<file path="src/rtl/operate_unit_pkg.sv">
package operate_unit_pkg;

    localparam int INSTR_W = 16;
    localparam int IDX_W   = 3;
    localparam int IMM_W   = 5;
    localparam int CC_W    = 3;

    localparam logic [3:0] OPC_ADD = 4'b0001;
    localparam logic [3:0] OPC_AND = 4'b0101;
    localparam logic [3:0] OPC_NOT = 4'b1001;

    localparam logic [CC_W-1:0] CC_RESET = 3'b010;

    typedef enum logic [1:0] {
        ALU_NONE = 2'd0,
        ALU_ADD  = 2'd1,
        ALU_AND  = 2'd2,
        ALU_NOT  = 2'd3
    } alu_op_e;

    typedef struct packed {
        logic [3:0]       opcode;
        logic [IDX_W-1:0] dst;
        logic [IDX_W-1:0] sr1;
        logic             imm_sel;
        logic [IMM_W-1:0] imm;
    } instr_fields_t;

    typedef struct packed {
        logic n;
        logic z;
        logic p;
    } cc_t;

    function automatic alu_op_e op_of(input logic [3:0] opc);
        case (opc)
            OPC_ADD: op_of = ALU_ADD;
            OPC_AND: op_of = ALU_AND;
            OPC_NOT: op_of = ALU_NOT;
            default: op_of = ALU_NONE;
        endcase
    endfunction

endpackage

</file>
<file path="src/rtl/operate_unit_decode.sv">
module operate_unit_decode
    import operate_unit_pkg::*;
#(
    parameter int DATA_W = 16
) (
    input  logic [INSTR_W-1:0] instr,
    output alu_op_e            op,
    output logic [IDX_W-1:0]   dst,
    output logic [IDX_W-1:0]   sr1,
    output logic [IDX_W-1:0]   sr2,
    output logic               use_imm,
    output logic [DATA_W-1:0]  imm_ext,
    output logic               wr_en
);

    instr_fields_t f;

    always_comb begin
        f       = instr_fields_t'(instr);
        op      = op_of(f.opcode);
        dst     = f.dst;
        sr1     = f.sr1;
        sr2     = f.imm[IDX_W-1:0];
        use_imm = f.imm_sel;
        imm_ext = {{(DATA_W-IMM_W){f.imm[IMM_W-1]}}, f.imm};
        wr_en   = (op != ALU_NONE);
    end

endmodule

</file>
<file path="src/rtl/operate_unit_alu.sv">
module operate_unit_alu
    import operate_unit_pkg::*;
#(
    parameter int DATA_W = 16
) (
    input  alu_op_e           op,
    input  logic [DATA_W-1:0] opnd_a,
    input  logic [DATA_W-1:0] opnd_reg,
    input  logic [DATA_W-1:0] imm_ext,
    input  logic              use_imm,
    output logic [DATA_W-1:0] result
);

    logic [DATA_W-1:0] opnd_b;

    always_comb begin
        opnd_b = use_imm ? imm_ext : opnd_reg;
        case (op)
            ALU_ADD: result = opnd_a + opnd_b;
            ALU_AND: result = opnd_a & opnd_b;
            ALU_NOT: result = ~opnd_a;
            default: result = '0;
        endcase
    end

endmodule

</file>
<file path="src/rtl/operate_unit_ccreg.sv">
module operate_unit_ccreg
    import operate_unit_pkg::*;
#(
    parameter int DATA_W = 16
) (
    input  logic              clk,
    input  logic              rst,
    input  logic              load,
    input  logic [DATA_W-1:0] value,
    output cc_t               cc
);

    cc_t cc_next;

    always_comb begin
        cc_next.n = value[DATA_W-1];
        cc_next.z = (value == '0);
        cc_next.p = ~value[DATA_W-1] & (value != '0);
    end

    always_ff @(posedge clk) begin
        if (rst)
            cc <= cc_t'(CC_RESET);
        else if (load)
            cc <= cc_next;
    end

endmodule

</file>
<file path="src/rtl/operate_unit.sv">
module operate_unit
    import operate_unit_pkg::*;
#(
    parameter int DATA_W = 16
) (
    input  logic               clk,
    input  logic               rst,
    input  logic [INSTR_W-1:0] instr,
    input  logic [DATA_W-1:0]  src_a,
    input  logic [DATA_W-1:0]  src_b,
    output logic [IDX_W-1:0]   rd_idx_a,
    output logic [IDX_W-1:0]   rd_idx_b,
    output logic [DATA_W-1:0]  result,
    output logic [IDX_W-1:0]   dest_idx,
    output logic               wr_en,
    output logic [CC_W-1:0]    cc
);

    alu_op_e           op;
    logic              use_imm;
    logic [DATA_W-1:0] imm_ext;
    cc_t               cc_q;

    operate_unit_decode #(.DATA_W(DATA_W)) u_decode (
        .instr   (instr),
        .op      (op),
        .dst     (dest_idx),
        .sr1     (rd_idx_a),
        .sr2     (rd_idx_b),
        .use_imm (use_imm),
        .imm_ext (imm_ext),
        .wr_en   (wr_en)
    );

    operate_unit_alu #(.DATA_W(DATA_W)) u_alu (
        .op       (op),
        .opnd_a   (src_a),
        .opnd_reg (src_b),
        .imm_ext  (imm_ext),
        .use_imm  (use_imm),
        .result   (result)
    );

    operate_unit_ccreg #(.DATA_W(DATA_W)) u_ccreg (
        .clk   (clk),
        .rst   (rst),
        .load  (wr_en),
        .value (result),
        .cc    (cc_q)
    );

    assign cc = cc_q;

endmodule

</file>
<file path="config.mk">
export PLATFORM = sky130hd
export DESIGN_NAME = operate_unit
export DESIGN_NICKNAME = d
export VERILOG_FILES = /design/src/rtl/operate_unit_pkg.sv /design/src/rtl/operate_unit_decode.sv /design/src/rtl/operate_unit_alu.sv /design/src/rtl/operate_unit_ccreg.sv /design/src/rtl/operate_unit.sv
export SDC_FILE = /design/constraint.sdc
export NUM_CORES = 1
export LEC_CHECK = 0
export ABC_AREA = 1
export ABC_CLOCK_PERIOD_IN_PS = 4600
export BUFFER_PORTS_ARGS = -buffer_cell sky130_fd_sc_hd__buf_2
export CAP_MARGIN = 20
export CORE_MARGIN = 10
export CORE_UTILIZATION = 49
export CTS_BUF_LIST = sky130_fd_sc_hd__clkbuf_16
export CTS_CLUSTER_DIAMETER = 150
export DETAILED_ROUTE_END_ITERATION = 8
export GPL_ROUTABILITY_DRIVEN = 0
export PLACE_DENSITY = 0.82
export SLEW_MARGIN = 20
export SYNTH_ARGS = -nofsm -noshare
export SYNTH_HDL_FRONTEND = slang
export SYNTH_HIERARCHICAL = 1
export SYNTH_SLANG_ARGS = --single-unit
</file>
<file path="constraint.sdc">
create_clock -name clk -period 4.6 [get_ports clk]
set_input_delay 0.92 -clock clk [delete_from_list [all_inputs] [get_ports clk]]
set_output_delay 0.92 -clock clk [all_outputs]
set_load 0.005 [all_outputs]
</file>
==> results of run 1 <==
[critical path: stages]
cell     delay (ps)
buf_2           330
mux2_2          390
ha_1            220
fa_1            400
nand2_1          90
nand2_1          70
nand3_1          70
nand2_1         110
nand2_1         120
nand2_1          60
nand2_1          60
nand3_1          60
nand2_1          90
buf_2           120
[logic make-up (layout without fill, tap and decap cells)]
family	Yosys count	in the layout	share of synthesized area, %
buf+inv	83	123	23.2
simple gates	179	179	42.8
mux	16	16	9.92
compound gates	26	26	8.68
fa+ha+maj	17	17	12.1
flops	3	3	3.31
[through the flow]
| step | cells | hold WS, ps | cell area (µm²) | total power (µW) | util [%] |
|---|---|---|---|---|---|
| 2_1_floorplan | 324 | 465 | 1820 | 203 | - |
| 3_3_place_gp | 408 | 460 | 1980 | 250 | 54.6 |
| 3_5_place_dp | 408 | 455 | 1980 | 255 | 54.6 |
| 4_1_cts | 412 | 465 | 2060 | 392 | 56.8 |
| 5_1_grt | 412 | 522 | 2060 | 429 | 56.8 |
| 6_report | 412 | 469 | 2060 | 390 | 56.8 |
[power by group through the flow]
stage / clock, µW / combinational [µW] / sequential [µW]
finish: 134 / 227 / 28.9
global route: 140 / 260 / 29.4
CTS: 136 / 227 / 29.0
detailed placement: 0 / 226 / 29.2
global placement: 0 / 221 / 29.1
floorplan: 0 / 174 / 29.4
[worst paths after layout]
path | start | endpoint | cells past startpoint
max reg2reg | u_ccreg/cc[0] | u_ccreg/cc[0] | 4
min | u_ccreg/cc[1] | u_ccreg/cc[1] | 2
max | instr[5] | result[14] | 14
min reg2reg | u_ccreg/cc[1] | u_ccreg/cc[1] | 2
[cell type report]
| class | count | area [µm²] | area share (%) |
|---|---|---|---|
| clock buffer | 3 | 75.1 | 3.64 |
| multi-input combinational | 238 | 1340 | 64.7 |
| clock inverter | 1 | 3.75 | 0.182 |
| timing repair buffer | 66 | 330 | 16.0 |
| tap | 48 | 60.1 | 2.91 |
| sequential | 3 | 60.1 | 2.91 |
| inverter | 53 | 199 | 9.64 |
[placed cells by master (no fill, tap or decap), types with 2 or more instances in the layout]
cell type	netlist	layout
inv_2	3	3
or2_1	2	2
buf_2	3	66
ha_1	16	16
o221ai_1	3	3
mux2_2	16	16
nand3_2	2	2
o21ai_0	5	5
nor2_1	25	25
o211ai_1	2	2
nand2_1	112	112
o22ai_1	7	7
nand3_1	21	21
inv_1	50	51
or2_0	3	3
clkbuf_16	0	3
a21oi_1	8	8
dfxtp_1	3	3
nand2_2	2	2
nor3_1	4	4
nand3b_1	2	2
[metal layers]
layer / global-route usage, % / vias to the layer above / part of all wire (%)
met5: 0 / - / 0
met4: 2.94 / 0 / 0.46
li1: - / 1081 / -
met1: 18.1 / 876 / 46
met2: 25.9 / 62 / 45
met3: 3.09 / 4 / 7.9
==> flow_metrics.py, run 1 <==
metrics = {
    "detailed_routing": {
        "firstDrtPassIters": 5,
        "vias_per_cell": 4.91,
        "drc": 0,
        "wire_per_inst_um": 12.2,
        "vias": 2023,
        "drt-initial-drc-count": 88,
        "antenna_left": 0,
        "wirelength_mm": 5.01,
    },
    "timing": {
        "fin_crit_sh_pct": 87.9,
        "finalWorstSetupSlack_ps": 557,
        "rsz0062_at_grt": "false",
        "setup_viol": 0,
        "slew_viol_final": 0,
        "max_freq_ghz": 0.247,
        "period_minus_slack_ps": 4040,
        "tightest_slew_ps": 392,
        "finalClockSkew_ps": 0,
        "hold_viol": 0,
        "slew_headroom_pct": 73.9,
        "tns_ps": 0,
    },
    "power_and_ir_drop": {
        "vdd_drop_max_mv": 0.0757,
        "swShare_pct": 40.1,
        "p_int_uw": 234,
        "pwr-share-seq_pct": 7.4,
        "switchingPower_uw": 156,
        "p_leak_uw": 0.00125,
        "combPwrFrac_pct": 58.3,
        "p_clk_share_pct": 34.3,
        "powerDensity_mw_per_mm2": 189,
    },
    "floorplanning": {
        "die_area_mm2": 0.00654,
        "die_w_um": 80.9,
        "coreArea_mm2": 0.00363,
        "placementRows": 22,
        "die_h_um": 80.9,
        "initial_utilization_pct": 50.0,
        "ios": 79,
    },
    "synthesis": {
        "syn_inst": 324,
        "yosysMostFrequentCell": "nand2_1",
        "async_flop_share_pct": 0,
        "synthTopCellsByArea": "nand2_1 (23%), ha_1 (11%), buf_4 (11%), inv_1 (10%), mux2_2 (9.9%)",
        "synth_edf_count": 0,
        "yosysTopAreaCell": "nand2_1",
        "syn_avg_cell_area_um2": 5.60,
        "synthTopCellsByCount": "nand2_1 (112), inv_1 (50), buf_4 (26)",
        "syn_nets": 391,
        "synth_cell_type_count": 30,
        "netlist_area_mm2": 0.00182,
        "yosysSeqAreaShare_pct": 3.31,
        "yosys_warnings": 6,
        "ys_ff_latch": 3,
        "ys.flop_type": "dfxtp_1",
        "synth_top_area_share_pct": 23.2,
    },
    "finish": {
        "syn_to_final_growth_pct": 13.6,
        "largest_register": "u_ccreg/cc",
        "reg_top3": "u_ccreg/cc: 3 flops",
        "final_nets": 432,
        "n_fill_cell": 403,
        "antennaDiodeCount": 0,
        "drive_gt1_share_pct": 26.4,
        "largest_reg_flops": 3,
    },
    "hold_path": {
        "hp-class": "reg -> reg",
    },
    "setup_path": {
        "worstPathArrival_ps": 3120,
        "crit_type": "in -> out",
        "critPathLaunchType": "input port",
        "worst-r2r-setup-slack_ps": 3960,
        "crit_path_end_kind": "output pin",
        "critPathRequiredTime_ps": 3680,
        "crit_fanout": 16,
    },
    "global_route": {
        "grt_max_degree": 17,
        "overflow": 0,
        "track_usage_pct": 14.8,
        "antenna_found_initial": 0,
        "first_global_vias": 1975,
        "grt_pass1_wl_mm": 8.14,
    },
    "place": {
        "port_buffers": 66,
        "hpwl_mm": 4.20,
        "dpl_worst_slack_ps": 561,
    },
    "clock_network": {
        "post_cts_resized": 0,
        "cts_tree": "built",
        "cts-root-buf": "clkbuf_16",
        "clockBufferDepth": 2,
        "cts_setup_buffers": 0,
        "htreeDepth": 1,
        "insertion_delay_ps": 220,
        "cts.clk_slew.worst_paths_ps": 30,
        "cts_made_buffers": 3,
        "clock_sinks": 3,
        "ctsHoldBuffers": 0,
    },
    "outcome": {
        "status": "completed",
    },
    "flow_run": {
        "max_cap_violations": 0,
    },
}
(Power assumes the default switching activity.)
==> run 2, diff against run 1 <==
--- a/config.mk
+++ b/config.mk
@@ -8,14 +8,14 @@
 export ABC_AREA = 1
 export ABC_CLOCK_PERIOD_IN_PS = 4600
 export BUFFER_PORTS_ARGS = -buffer_cell sky130_fd_sc_hd__buf_2
-export CAP_MARGIN = 20
+export CAP_MARGIN = 40
 export CORE_MARGIN = 10
-export CORE_UTILIZATION = 49
+export CORE_UTILIZATION = 45
 export CTS_BUF_LIST = sky130_fd_sc_hd__clkbuf_16
 export CTS_CLUSTER_DIAMETER = 150
 export DETAILED_ROUTE_END_ITERATION = 8
 export GPL_ROUTABILITY_DRIVEN = 0
-export PLACE_DENSITY = 0.82
+export PLACE_DENSITY = 0.76
 export SLEW_MARGIN = 20
 export SYNTH_ARGS = -nofsm -noshare
 export SYNTH_HDL_FRONTEND = slang
==> run 2 against run 1 <==
  * Non-clock buffer count did not move
  * Clock power hardly changed
  * Worst hold slack improved by 6.3 ps
  * Utilization decreased by 4.4 points
  * Combinational power is essentially flat
  * Sequential share of layout area barely moved
  * Largest cell class unchanged
==> flow_metrics.py, run 2 (synthesis gave the netlist of run 1 again) <==
metrics = {
    "outcome": {
        "status": "completed",
    },
    "setup_path": {
        "worst-r2r-setup-slack_ps": 3960,
        "rr_startpoint": "u_ccreg/cc[2]",
        "crit_fanout": 16,
        "critPathRequiredTime_ps": 3680,
        "r2r_end": "u_ccreg/cc[2]",
        "r2r_cells": 2,
        "crit_type": "in -> out",
        "worstPathArrival_ps": 3090,
        "critPathLaunchType": "input port",
        "crit_path_end_kind": "output pin",
    },
    "clock_network": {
        "cts.clk_slew.worst_paths_ps": 30,
        "cts_made_buffers": 3,
        "clockBufferDepth": 2,
        "cts_setup_buffers": 0,
        "insertion_delay_ps": 220,
        "htreeDepth": 1,
        "cts-root-buf": "clkbuf_16",
        "cts_tree": "built",
        "post_cts_resized": 0,
        "clock_sinks": 3,
        "ctsHoldBuffers": 0,
    },
    "place": {
        "port_buffers": 66,
        "dpl_worst_slack_ps": 598,
        "hpwl_mm": 4.27,
        "placedCellCount": 410,
    },
    "global_route": {
        "grt_max_degree": 17,
        "grt_pass1_wl_mm": 8.25,
        "track_usage_pct": 13.4,
        "overflow": 0,
        "antenna_found_initial": 0,
        "first_global_vias": 1950,
    },
    "floorplanning": {
        "initial_utilization_pct": 46.0,
        "coreArea_mm2": 0.00394,
        "placementRows": 23,
        "die_h_um": 83.5,
        "die_w_um": 83.5,
        "die_area_mm2": 0.00697,
        "ios": 79,
    },
    "detailed_routing": {
        "vias": 2033,
        "firstDrtPassIters": 4,
        "drt-initial-drc-count": 96,
        "wirelength_mm": 5.10,
        "antenna_left": 0,
        "wire_per_inst_um": 12.3,
        "vias_per_cell": 4.91,
        "drc": 0,
    },
    "hold_path": {
        "worst_hold_startpoint": "u_ccreg/cc[1]",
        "hp-class": "reg -> reg",
        "holdPathStages": 2,
        "whs_endpoint": "u_ccreg/cc[1]",
    },
    "finish": {
        "final_common_cell": "nand2_1",
        "largest_reg_flops": 3,
        "layout_common_cells": "nand2_1 (112), buf_2 (66), inv_1 (51)",
        "reg_top3": "u_ccreg/cc: 3 flops",
        "final_nets": 432,
        "fin_cells": 414,
        "largest_register": "u_ccreg/cc",
        "drive_gt1_share_pct": 26.4,
        "syn_to_final_growth_pct": 13.8,
        "antennaDiodeCount": 0,
    },
    "timing": {
        "fin_crit_sh_pct": 87.2,
        "hold_viol": 0,
        "finalHoldWorstSlack_ps": 475,
        "period_minus_slack_ps": 4010,
        "finalClockSkew_ps": 0,
        "tightest_slew_ps": 387,
        "slew_headroom_pct": 74.2,
        "tns_ps": 0,
        "max_freq_ghz": 0.249,
        "slew_viol_final": 0,
        "setup_viol": 0,
        "rsz0062_at_grt": "false",
        "finalWorstSetupSlack_ps": 591,
    },
    "power_and_ir_drop": {
        "powerDensity_mw_per_mm2": 190,
        "p_leak_uw": 0.00125,
        "vdd_drop_max_mv": 0.0842,
        "total_power_uw": 392,
    },
    "flow_run": {
        "max_cap_violations": 0,
    },
}
## run 2: cell counts in the layout (fill, tap and decap cells not counted)
Identical to the previous run, type by type.
## run 2: routing by layer
layer	up-vias	part of all wire, %	global-route usage, %
met3	2	5.2	2.44
met4	0	0.26	2.89
li1	1084	-	-
met5	-	0	0
met2	52	49	24.9
met1	895	45	15.3
## run 2: worst max path at each step
stage / startpoint / to / slack (ps) / cells past startpoint
2_1_floorplan: instr[5] / result[8] / 720 / 14
3_3_place_gp: instr[5] / result[8] / 640 / 13
3_5_place_dp: instr[5] / result[8] / 600 / 13
4_1_cts: instr[5] / result[8] / 590 / 13
5_1_grt: instr[5] / result[14] / 380 / 14
6_report: instr[5] / result[8] / 590 / 13
## run 2: area by class of cell
type	instances	area, µm²
Fill cell	430	1880
Clock buffer	3	75.1
Clock inverter	1	3.75
Sequential cell	3	60.1
Timing Repair Buffer	66	330
Inverter	53	199
Multi-Input combinational cell	238	1340
Tap cell	50	62.6
## run 2: report_power, final
group | total [µW] | internal, µW | leakage, µW | switching [µW]
logic | 226 | 93.5 | 0.00119 | 133
clock network | 136 | 112 | 0.0000423 | 24.1
registers | 29.0 | 28.1 | 0.0000247 | 0.874
total | 392 | 234 | 0.00125 | 158
## run 2: stage by stage
stage / instance area (µm²) / utilization, %
after global routing: 2070 / 52.4
after detailed placement: 1990 / 50.4
after floorplan: 1820 / -
final: 2070 / 52.4
after CTS: 2070 / 52.4
after global placement: 1990 / 50.4
## run 2: worst max-delay path, stage by stage
cell and delay, ps:
buf_2 330, mux2_2 380, ha_1 220, fa_1 390
nand2_1 90, nand2_1 70, and2_4 150, nand2_2 60
nand3_2 70, nand2_1 60, nand2_1 40, o21bai_1 150
buf_2 140
==> run 3, diff against run 2 <==
--- a/config.mk
+++ b/config.mk
@@ -5,8 +5,6 @@
 export SDC_FILE = /design/constraint.sdc
 export NUM_CORES = 1
 export LEC_CHECK = 0
-export ABC_AREA = 1
-export ABC_CLOCK_PERIOD_IN_PS = 4600
 export BUFFER_PORTS_ARGS = -buffer_cell sky130_fd_sc_hd__buf_2
 export CAP_MARGIN = 40
 export CORE_MARGIN = 10
@@ -15,7 +13,7 @@
 export CTS_CLUSTER_DIAMETER = 150
 export DETAILED_ROUTE_END_ITERATION = 8
 export GPL_ROUTABILITY_DRIVEN = 0
-export PLACE_DENSITY = 0.76
+export PLACE_DENSITY = 0.77
 export SLEW_MARGIN = 20
 export SYNTH_ARGS = -nofsm -noshare
 export SYNTH_HDL_FRONTEND = slang
==> run 3 against run 2 <==
  * Synthesized cell count shrank 25%
  * Sequential share of layout area grew 0.072 points
  * Count of clock-buffer cells in the layout is the same
  * Routed wire length grew 5.7%
  * Die area shrank 2.9%
  * Non-clock buffer count grew 5
  * Cell count shrank 21%
  * Sequential power shrank 2%
  * First-iteration DRC count grew 17%
  * Power grew 6.2%
  * Worst setup slack lost 470 ps
  * Critical endpoint is now result[9]
  * Largest cell class unchanged
  * Highest routed layer unchanged
==> flow_metrics.py, run 3 <==
metrics = {
    "clock_network": {
        "cts_made_buffers": 3,
        "cts_tree": "built",
        "insertion_delay_ps": 230,
        "cts.clk_slew.worst_paths_ps": 30,
        "cts-root-buf": "clkbuf_16",
        "ctsHoldBuffers": 0,
        "htreeDepth": 1,
        "clock_sinks": 3,
        "clockBufferDepth": 2,
    },
    "setup_path": {
        "cpMaxStageDelayCell": "ha_1",
        "worstPathArrival_ps": 3560,
        "crit_path_end_kind": "output pin",
        "cp_cell_sequence": "buf_2 -> buf_12 -> mux2_2 -> ha_1 -> and3_1 -> a211oi_2 -> o21ai_0 -> and3_1 -> o31ai_1 -> buf_2",
        "cp_num_cells": 10,
        "max_stage_delay_ps": 390,
        "crit_type": "in -> out",
        "critPathRequiredTime_ps": 3680,
        "r2r_cells": 2,
        "critPathLaunchType": "input port",
        "cpLargestDelayFamily": "compound AO/OA/AOI/OAI gates",
        "path_buf_inv": 3,
        "crit_fanout": 9,
    },
    "synthesis": {
        "syn_avg_cell_area_um2": 7.16,
        "synthTopCellsByCount": "buf_4 (26), nand2_1 (19), nor2_1 (18)",
        "yosysSeqAreaShare_pct": 3.44,
        "synthTopCellsByArea": "ha_1 (11%), buf_4 (11%), mux2_2 (10%), a21oi_1 (4.9%), o211ai_1 (4.3%)",
        "async_flop_share_pct": 0,
        "synth_top_area_share_pct": 11.5,
        "syn_nets": 311,
        "ys.flop_type": "dfxtp_1",
        "ys_ff_latch": 3,
        "synth_edf_count": 0,
        "syn_inst": 244,
        "synth_cell_type_count": 48,
        "yosysMostFrequentCell": "buf_4",
        "yosysTopAreaCell": "ha_1",
        "netlist_area_mm2": 0.00175,
        "yosys_warnings": 6,
    },
    "power_and_ir_drop": {
        "vdd_drop_max_mv": 0.0703,
        "powerDensity_mw_per_mm2": 206,
        "p_leak_uw": 0.000928,
    },
    "finish": {
        "final_common_cell": "buf_2",
        "syn_to_final_growth_pct": 15.4,
        "layout_common_cells": "buf_2 (66), nand2_1 (19), a21oi_1 (17), nor2_1 (17)",
        "reg_top3": "u_ccreg/cc: 3 flops",
        "largest_reg_flops": 3,
        "drive_gt1_share_pct": 36.2,
        "largest_register": "u_ccreg/cc",
        "antennaDiodeCount": 0,
        "n_fill_cell": 383,
        "final_nets": 347,
    },
    "detailed_routing": {
        "vias": 1955,
        "antenna_left": 0,
        "vias_per_cell": 5.98,
        "drt-initial-drc-count": 112,
        "wire_per_inst_um": 16.5,
        "firstDrtPassIters": 4,
        "wirelength_mm": 5.39,
        "drc": 0,
    },
    "timing": {
        "finalClockSkew_ps": 0,
        "period_minus_slack_ps": 4480,
        "hold_viol": 0,
        "setup_viol": 0,
        "slew_viol_final": 0,
        "rsz0062_at_grt": "false",
        "fin_crit_sh_pct": 97.4,
        "max_freq_ghz": 0.223,
        "finalWorstSetupSlack_ps": 121,
        "tightest_slew_ps": 736,
        "tns_ps": 0,
        "slew_headroom_pct": 50.8,
    },
    "floorplanning": {
        "die_w_um": 82.3,
        "coreArea_mm2": 0.00372,
        "placementRows": 22,
        "die_h_um": 82.3,
        "initial_utilization_pct": 47.0,
        "ios": 79,
        "die_area_mm2": 0.00677,
    },
    "hold_path": {
        "hp-class": "reg -> reg",
        "holdPathStages": 2,
    },
    "global_route": {
        "track_usage_pct": 15.5,
        "grt_max_degree": 31,
        "antenna_found_initial": 0,
        "overflow": 0,
        "grt_pass1_wl_mm": 8.58,
        "first_global_vias": 1873,
    },
    "outcome": {
        "status": "completed",
    },
    "place": {
        "dpl_worst_slack_ps": 121,
        "hpwl_mm": 4.33,
        "port_buffers": 66,
    },
    "flow_run": {
        "max_cap_violations": 0,
    },
}
## run 3: kinds of logic after synthesis
kind of cell             Yosys count  share of synthesized area [%]
flip-flops                         3                           3.44
adder cells (fa/ha/maj)           17                           12.6
buffers and inverters             47                           16.0
multiplexers                      19                           12.0
AO/OA/AOI/OAI                     81                           32.5
AND/OR/NAND/NOR                   70                           20.0
XOR/XNOR                           7                           3.51
## run 3: layer usage
metal	global-route usage [%]	wire [µm]	vias up
li1	-	-	969
met1	17.8	2180	897
met2	28.7	2640	83
met3	2.81	525	6
met4	3.57	44	0
met5	0	0	-
## run 3: worst paths after layout
kind	slack (ps)	to	startpoint
worst min register to register	470	u_ccreg/cc[2]	u_ccreg/cc[2]
worst max register to register	3940	u_ccreg/cc[1]	u_ccreg/cc[1]
worst min-delay path	470	u_ccreg/cc[2]	u_ccreg/cc[2]
worst max-delay path	120	result[9]	instr[5]
## run 3: timing repair
item,in CTS,in global routing
setup endpoints to repair,0,1
resized for setup,0,1
buffers inserted,0,0
## run 3: area by class of cell
type / count / area [µm²] / area share, %
Clock buffer: 3 / 75.1 / 3.72
Clock inverter: 1 / 3.75 / 0.186
Inverter: 7 / 26.3 / 1.30
Multi-Input combinational cell: 194 / 1410 / 70.0
Sequential cell: 3 / 60.1 / 2.98
Tap cell: 48 / 60.1 / 2.98
Timing Repair Buffer: 71 / 380 / 18.9
## run 3: power breakdown
part / internal, µW / total [µW] / switching (µW)
clock network: 112 / 139 / 26.8
registers: 27.8 / 28.4 / 0.649
logic: 111 / 248 / 137
## run 3: metrics by stage
step	util (%)	instance area, µm²	total power, µW	instances	hold WS, ps
floorplan	-	1750	214	244	455
global placement	52.1	1940	270	323	445
detailed placement	52.1	1940	273	323	454
CTS	54.2	2020	415	327	462
global route	54.2	2020	448	327	482
finish	54.2	2020	416	327	470
## run 3: tightest hold or removal path: cells and delay by family (launching register included)
kind	cells	cell delay [ps]
compound gates	1	60
simple gates	1	60
flops	1	290
